===== src/rtl/cfg_hdr_pkg.sv =====
package cfg_hdr_pkg;

    localparam int CFG_BYTES  = 256;
    localparam int CFG_DWORDS = CFG_BYTES / 4;
    localparam int DW_AW      = $clog2(CFG_DWORDS);
    localparam int NUM_BARS   = 6;
    localparam int BAR_DW0    = 4;
    localparam int CMD_DW     = 1;
    localparam logic [31:0] IO_SPACE_LIMIT = 32'h0001_0000;

    typedef logic [7:0]  cfg_byte_t;
    typedef logic [31:0] cfg_word_t;

    typedef struct packed {
        logic      valid;
        cfg_word_t base;
    } bar_map_t;

    typedef struct packed {
        logic io_en;
        logic mem_en;
    } dec_enable_t;

    // Identity bytes that ignore writes.
    function automatic logic byte_is_ro(input logic [7:0] off);
        case (off)
            8'h00, 8'h01, 8'h02, 8'h03,
            8'h08, 8'h09, 8'h0A, 8'h0B,
            8'h0E, 8'h3D: return 1'b1;
            default:      return 1'b0;
        endcase
    endfunction

    // Decoded window of one BAR from its raw register, size, type and enables.
    function automatic bar_map_t decode_bar(input cfg_word_t raw, input cfg_word_t size,
                                            input logic is_io, input dec_enable_t en);
        cfg_word_t   b;
        logic [32:0] last;
        logic        ok;
        bar_map_t    res;
        b    = raw & ~(size - 32'd1);
        last = {1'b0, b} + {1'b0, size} - 33'd1;
        if (is_io)
            ok = en.io_en && (b != '0) && !last[32] && (last[31:0] < IO_SPACE_LIMIT);
        else
            ok = en.mem_en && (b != '0) && !last[32] && (last[31:0] != 32'hFFFF_FFFF);
        res.valid = ok;
        res.base  = ok ? b : '0;
        return res;
    endfunction

endpackage


===== src/rtl/cfg_byte_array.sv =====
module cfg_byte_array
    import cfg_hdr_pkg::*;
#(
    parameter logic [15:0] VENDOR_ID   = 16'h1AF4,
    parameter logic [15:0] DEVICE_ID   = 16'h5A3C,
    parameter logic [7:0]  REVISION    = 8'h02,
    parameter logic [7:0]  PROG_IF     = 8'h00,
    parameter logic [15:0] CLASS_CODE  = 16'h0200,
    parameter logic [7:0]  HEADER_TYPE = 8'h00,
    parameter logic [7:0]  INT_PIN     = 8'h01,
    parameter logic [NUM_BARS-1:0][31:0] BAR_SIZE =
        {32'h0, 32'h0010_0000, 32'h10, 32'h0, 32'h1000, 32'h20},
    parameter logic [NUM_BARS-1:0] BAR_IS_IO = 6'b001001
) (
    input  logic                       clk,
    input  logic                       rst,
    input  logic                       acc_wr,
    input  logic [DW_AW-1:0]           acc_dw,
    input  logic [3:0]                 acc_be,
    input  cfg_word_t                  acc_wdata,
    output cfg_word_t                  rd_data,
    output dec_enable_t                cmd_en,
    output logic [NUM_BARS-1:0][31:0]  bar_raw,
    output logic                       recalc
);

    cfg_byte_t mem [CFG_BYTES];

    function automatic cfg_byte_t reset_byte(input int off);
        cfg_byte_t v;
        case (off)
            0:  v = VENDOR_ID[7:0];
            1:  v = VENDOR_ID[15:8];
            2:  v = DEVICE_ID[7:0];
            3:  v = DEVICE_ID[15:8];
            8:  v = REVISION;
            9:  v = PROG_IF;
            10: v = CLASS_CODE[7:0];
            11: v = CLASS_CODE[15:8];
            14: v = HEADER_TYPE;
            61: v = INT_PIN;
            default: v = '0;
        endcase
        for (int b = 0; b < NUM_BARS; b++) begin
            if (off == (BAR_DW0 + b) * 4 && BAR_SIZE[b] != '0 && BAR_IS_IO[b])
                v = 8'h01;
        end
        return v;
    endfunction

    logic       bar_hit;
    cfg_word_t  bar_word;
    logic [7:0] lane_off  [4];
    logic       lane_we   [4];
    cfg_byte_t  lane_data [4];

    always_comb begin
        bar_hit  = 1'b0;
        bar_word = acc_wdata;
        for (int b = 0; b < NUM_BARS; b++) begin
            if (acc_wr && acc_be == 4'hF && acc_dw == DW_AW'(BAR_DW0 + b) &&
                BAR_SIZE[b] != '0) begin
                bar_hit  = 1'b1;
                bar_word = (acc_wdata & ~(BAR_SIZE[b] - 32'd1)) | {31'b0, BAR_IS_IO[b]};
            end
        end
        for (int k = 0; k < 4; k++) begin
            lane_off[k]  = {acc_dw, 2'(k)};
            lane_we[k]   = acc_wr && (bar_hit || (acc_be[k] && !byte_is_ro(lane_off[k])));
            lane_data[k] = bar_word[8*k +: 8];
        end
    end

    always_ff @(posedge clk) begin
        if (rst) begin
            for (int i = 0; i < CFG_BYTES; i++)
                mem[i] <= reset_byte(i);
        end else begin
            for (int k = 0; k < 4; k++)
                if (lane_we[k]) mem[lane_off[k]] <= lane_data[k];
        end
    end

    always_ff @(posedge clk) begin
        if (rst) recalc <= 1'b0;
        else     recalc <= acc_wr && (bar_hit || (acc_dw == DW_AW'(CMD_DW) && |acc_be[1:0]));
    end

    always_comb begin
        for (int k = 0; k < 4; k++)
            rd_data[8*k +: 8] = mem[{acc_dw, 2'(k)}];
        cmd_en.io_en  = mem[CMD_DW*4][0];
        cmd_en.mem_en = mem[CMD_DW*4][1];
        for (int b = 0; b < NUM_BARS; b++)
            for (int k = 0; k < 4; k++)
                bar_raw[b][8*k +: 8] = mem[8'((BAR_DW0 + b) * 4 + k)];
    end

    logic [79:0] ro_snapshot;
    assign ro_snapshot = {mem[0], mem[1], mem[2], mem[3], mem[8], mem[9],
                          mem[10], mem[11], mem[14], mem[61]};

    a_r2_ro_bytes_hold: assert property (@(posedge clk) disable iff (rst)
        1'b1 |=> $stable(ro_snapshot))
        else $error("identity byte changed after reset");

    a_r8_recalc_needs_write: assert property (@(posedge clk) disable iff (rst)
        !acc_wr |=> !recalc)
        else $error("recompute without a write");

endmodule


===== src/rtl/cfg_bar_map.sv =====
module cfg_bar_map
    import cfg_hdr_pkg::*;
#(
    parameter logic [31:0] SIZE  = 32'h1000,
    parameter bit          IS_IO = 1'b0
) (
    input  logic        clk,
    input  logic        rst,
    input  logic        recalc,
    input  cfg_word_t   raw,
    input  dec_enable_t en,
    output cfg_word_t   base,
    output logic        valid,
    output logic        remap,
    output cfg_word_t   old_base,
    output logic        old_valid
);

    bar_map_t next_map, cur_map, prev_map;
    logic     remap_q;

    assign next_map = decode_bar(raw, SIZE, IS_IO, en);

    always_ff @(posedge clk) begin
        if (rst) begin
            cur_map  <= '0;
            prev_map <= '0;
            remap_q  <= 1'b0;
        end else begin
            remap_q <= 1'b0;
            if (recalc) begin
                prev_map <= cur_map;
                cur_map  <= next_map;
                remap_q  <= (next_map != cur_map);
            end
        end
    end

    assign base      = cur_map.base;
    assign valid     = cur_map.valid;
    assign remap     = remap_q;
    assign old_base  = prev_map.base;
    assign old_valid = prev_map.valid;

    a_r9_remap_shows_change: assert property (@(posedge clk) disable iff (rst)
        remap |-> (base != old_base || valid != old_valid))
        else $error("remap without a change");

    a_r9_remap_after_recalc: assert property (@(posedge clk) disable iff (rst)
        remap |-> $past(recalc))
        else $error("remap without recompute");

    a_r8_hold_between: assert property (@(posedge clk) disable iff (rst)
        !recalc |=> ($stable(base) && $stable(valid)))
        else $error("mapping moved without trigger");

    a_r9_invalid_base_zero: assert property (@(posedge clk) disable iff (rst)
        !valid |-> base == '0)
        else $error("invalid mapping with nonzero base");

    generate
        if (IS_IO) begin : g_io_chk
            a_r6_io_window: assert property (@(posedge clk) disable iff (rst)
                valid |-> (base != '0 && ({1'b0, base} + {1'b0, SIZE} - 33'd1) < 33'h1_0000))
                else $error("I/O window out of range");
        end else begin : g_mem_chk
            a_r7_mem_window: assert property (@(posedge clk) disable iff (rst)
                valid |-> (base != '0 && ({1'b0, base} + {1'b0, SIZE} - 33'd1) < 33'h0_FFFF_FFFF))
                else $error("memory window out of range");
        end
    endgenerate

endmodule


===== src/rtl/cfg_header_bar.sv =====
module cfg_header_bar
    import cfg_hdr_pkg::*;
#(
    parameter logic [15:0] VENDOR_ID   = 16'h1AF4,
    parameter logic [15:0] DEVICE_ID   = 16'h5A3C,
    parameter logic [7:0]  REVISION    = 8'h02,
    parameter logic [7:0]  PROG_IF     = 8'h00,
    parameter logic [15:0] CLASS_CODE  = 16'h0200,
    parameter logic [7:0]  HEADER_TYPE = 8'h00,
    parameter logic [7:0]  INT_PIN     = 8'h01,
    parameter logic [NUM_BARS-1:0][31:0] BAR_SIZE =
        {32'h0, 32'h0010_0000, 32'h10, 32'h0, 32'h1000, 32'h20},
    parameter logic [NUM_BARS-1:0] BAR_IS_IO = 6'b001001
) (
    input  logic                      clk,
    input  logic                      rst,
    input  logic                      acc_wr,
    input  logic [5:0]                acc_dw,
    input  logic [3:0]                acc_be,
    input  logic [31:0]               acc_wdata,
    output logic [31:0]               rd_data,
    output logic [NUM_BARS-1:0][31:0] bar_base,
    output logic [NUM_BARS-1:0]       bar_valid,
    output logic [NUM_BARS-1:0]       bar_remap,
    output logic [NUM_BARS-1:0][31:0] bar_old_base,
    output logic [NUM_BARS-1:0]       bar_old_valid
);

    dec_enable_t               cmd_en;
    logic [NUM_BARS-1:0][31:0] bar_raw;
    logic                      recalc;

    cfg_byte_array #(
        .VENDOR_ID(VENDOR_ID), .DEVICE_ID(DEVICE_ID), .REVISION(REVISION),
        .PROG_IF(PROG_IF), .CLASS_CODE(CLASS_CODE), .HEADER_TYPE(HEADER_TYPE),
        .INT_PIN(INT_PIN), .BAR_SIZE(BAR_SIZE), .BAR_IS_IO(BAR_IS_IO)
    ) u_bytes (
        .clk(clk), .rst(rst), .acc_wr(acc_wr), .acc_dw(acc_dw), .acc_be(acc_be),
        .acc_wdata(acc_wdata), .rd_data(rd_data), .cmd_en(cmd_en),
        .bar_raw(bar_raw), .recalc(recalc)
    );

    generate
        for (genvar g = 0; g < NUM_BARS; g++) begin : g_bar
            if (BAR_SIZE[g] != '0) begin : g_present
                cfg_bar_map #(.SIZE(BAR_SIZE[g]), .IS_IO(BAR_IS_IO[g])) u_map (
                    .clk(clk), .rst(rst), .recalc(recalc), .raw(bar_raw[g]), .en(cmd_en),
                    .base(bar_base[g]), .valid(bar_valid[g]), .remap(bar_remap[g]),
                    .old_base(bar_old_base[g]), .old_valid(bar_old_valid[g])
                );
            end else begin : g_absent
                assign bar_base[g]      = '0;
                assign bar_valid[g]     = 1'b0;
                assign bar_remap[g]     = 1'b0;
                assign bar_old_base[g]  = '0;
                assign bar_old_valid[g] = 1'b0;
            end
        end
    endgenerate

endmodule


===== config.mk =====
export PLATFORM = sky130hd
export DESIGN_NAME = cfg_header_bar
export DESIGN_NICKNAME = d
export VERILOG_FILES = /design/src/rtl/cfg_hdr_pkg.sv /design/src/rtl/cfg_byte_array.sv /design/src/rtl/cfg_bar_map.sv /design/src/rtl/cfg_header_bar.sv
export SDC_FILE = /design/constraint.sdc
export NUM_CORES = 2
export LEC_CHECK = 0
export ABC_AREA = 0
export BUFFER_PORTS_ARGS = -buffer_cell sky130_fd_sc_hd__buf_2
export CAP_MARGIN = 0
export CORE_ASPECT_RATIO = 1.75
export CORE_MARGIN = 4
export CORE_UTILIZATION = 27
export DETAILED_ROUTE_END_ITERATION = 10
export PLACE_DENSITY_LB_ADDON = 0.1
export SLEW_MARGIN = 15
export SYNTH_ARGS = -nofsm -noshare
export SYNTH_HDL_FRONTEND = slang
export SYNTH_SLANG_ARGS = --single-unit

===== constraint.sdc =====
create_clock -name clk -period 3.2 [get_ports clk]
set_input_delay 0.16 -clock clk [delete_from_list [all_inputs] [get_ports clk]]
set_output_delay 0.16 -clock clk [all_outputs]
set_load 0.05 [all_outputs]

==> flow_metrics.tcl <==
set metrics [dict create \
    rsz0062_at_grt "yes" \
    postSynthCellCount 6806 \
    ioPinCount 479 \
    cts.reportedPaths.clkPinSlew_ns 0.07 \
    slew_headroom_pct 18.3 \
    synth_xor_area_share_pct 0.166 \
    end_kind "primary output" \
    setup_violations 32 \
    start_kind "register" \
    die_w_um 469 \
    cp.arrival_ns 3.38 \
    ys_seq_area_share_pct 65.1 \
    routed_wl_um 356000 \
    final_common_cell "edfxtp_1" \
    stdcell_area_um2 119000 \
    final.setup.tns_ns -6.85 \
    fin_crit_ns 3.54 \
    rows 295 \
    start_util_pct 27.1 \
    layout_setup_ws_ns -0.344 \
    grt_overflow 0 \
    worst_clock_skew_ns 0.0685 \
    grt_usage_pct 18.3 \
    core_area_um2 369000 \
    slowest_stage "mux4_2" \
    synth_top_family_by_area "multiplexers" \
    first_pass_iters 8 \
    synth_edf_count 2048 \
    area_growth_pct 18.9 \
    yosys_most_used_dff "edfxtp_1" \
    clkLatencyLatePin_ns 0.94 \
    synthSimpleGateAreaFrac_pct 13.8 \
    antenna_found_initial 17 \
    path_cells "mux4_2 > mux4_2 > mux4_2 > buf_6" \
    synthAdderAreaFrac_pct 0 \
    ir_worst_vdd_mv 0.455 \
    drive_above_1_share_pct 26.0 \
    synth_mux_area_share_pct 16.0 \
    grt_max_degree 99 \
    netlist_area_um2 100000 \
    wl_per_cell_um 28.3 \
    cts_tree "yes" \
    place_hpwl_um 258000 \
    postRouteAntennaNets 0 \
    max_stage_delay_ns 0.63 \
    holdCritPathClass "in -> reg" \
    tightestPinTransition_ns 1.23 \
    required_ns 3.04 \
    path_common_cell "mux4_2" \
    violations "negative setup slack" \
    drt_iter0_markers 4112 \
    io_buffers 262 \
    numCtsBuffers 227 \
    postSynthAreaPerCell_um2 14.7 \
    drc 0 \
    drv_slew 0 \
    yosysWarnings 0 \
    run_status "complete, but fails checks" \
    leakagePower_nw 41.7 \
    worstSetupPathType "reg -> out" \
    drv_cap 0 \
    clockBufferDepth 4 \
    root_buffer "clkbuf_16" \
    placed_area_um2 111000 \
    path_max_fanout 2 \
    clkSinkCount 2235 \
    yosys.cell_types.count 64 \
    cts-htree-levels 4 \
    fmax_ghz 0.282 \
    p_per_area_nw_per_um2 570 \
    num_vias 58761 \
    nNetsFinal 7565 \
    hold_viol 0 \
    async_flop_share_pct 0 \
    fp.dieH_um 814 \
    vias_per_cell 4.66 \
    nFillCells 36053 \
    grt_pass1_wl_um 495000 \
    die_area_um2 382000 \
    synth_compound_area_share_pct 1.11 \
    gp_congestion 0.799 \
    layout_common_cells "2,048 x edfxtp_1, 1,437 x nor2_1, 672 x mux4_2, 570 x and2_1, 523 x buf_4" \
    synth-seq-cells 2235 \
    grt_pass1_vias 61988 \
    fin_crit_sh_pct 111 \
]
## worst max-delay path, delay by kind of cell, from the launching register on
kind                   cells  cell delay [ns]
muxes                      3             1.77
buffers and inverters      1             0.20
DFF                        1             0.50
## path summary, 6_finish.rpt
path,to,start,cells after the start,slack (ns)
max,rd_data[13],u_bytes.mem[7][13],4,-0.34
min,u_bytes.mem[18][26],acc_wdata[26],2,0.1
max reg2reg,g_bar[1].g_present.u_map.remap,u_bytes.mem[5][20],9,0.43
min reg2reg,g_bar[4].g_present.u_map.old_base[28],g_bar[4].g_present.u_map.old_base[28],2,0.48
## metal layers
layer / share of wire [%] / GRT usage, %
met1: 37 / 20.3
met2: 57 / 36.1
met3: 3.4 / 1.83
met4: 3.3 / 5.49
met5: 0 / 0
## synthesized netlist by cell type, drive strengths merged (10+ instances only)
cell	instances	area [um^2]
xnor2	18	158
nand3	26	130
a31oi	11	68.8
a21oi	18	90.1
inv	16	60.1
nor2	1438	5400
nand2b	183	1140
clkbuf	371	1390
nand2	227	852
dfxtp	187	3740
nor3	78	390
nor4bb	10	100
buf	357	2370
edfxtp	2048	61500
and2	572	3580
or2	74	463
o21ai	29	149
and3	209	1310
nor4	20	125
mux4	672	15100
mux2i	93	931
nand3b	11	82.6
nand4	19	119
a22o	49	429
## sequential cells by signal, summed over array words and instances (netlist names)
signal	flops
u_bytes.recalc	1
g_bar.g_present.u_map.base	87
g_bar.g_present.u_map.old_valid	4
g_bar.g_present.u_map.old_base	87
u_bytes.mem	2048
g_bar.g_present.u_map.valid	4
g_bar.g_present.u_map.remap	4
## cell families after synthesis
logic type | after synthesis
other | 2
muxes | 765
AOI/OAI and AO/OA | 150
buffers and inverters | 744
DFF | 2235
and+or+nand+nor | 2891
xor gates and xnor gates | 19
## power by group
part | leakage, nW | switching (mW) | total [mW] | internal (mW)
registers | 21.0 | 0.537 | 33.7 | 33.2
clock network | 3.59 | 12.0 | 27.5 | 15.4
logic | 17.2 | 4.30 | 6.72 | 2.41
total | 41.7 | 16.9 | 67.9 | 51.0
## stage by stage
step	util [%]	cells	worst slack, ns	hold WS, ns	power [mW]
final	32.3	12608	-0.344	0.0991	67.9
after global routing	32.3	12604	-0.438	0.0544	70.1
after CTS	32.2	12590	-0.517	0.0228	68.9
after detailed placement	30.0	12103	-0.127	0.473	41.1
after global placement	30.0	12103	-0.143	0.467	41.0
after floorplan	-	7100	0.590	0.314	38.1
## cell type report
type | instances | area (um^2) | area share [%]
Tap cell | 4900 | 6130 | 5.14
Inverter | 16 | 60.1 | 0.0504
Antenna cell | 9 | 22.5 | 0.0189
Multi-Input combinational cell | 4121 | 32500 | 27.3
Clock buffer | 273 | 5940 | 4.98
Clock inverter | 135 | 1440 | 1.20
Timing Repair Buffer | 919 | 7890 | 6.62
Sequential cell | 2235 | 65200 | 54.7
## what timing repair did
action | 4_1_cts | 5_1_grt
hold buffers | 30 | 0
endpoints found under the setup margin | 32 | 33
gates cloned | 0 | 0
endpoints found under the hold margin | 1159 | 0
setup buffers | 49 | 9
resized for setup | 64 | 3
(Power assumes the default switching activity.)
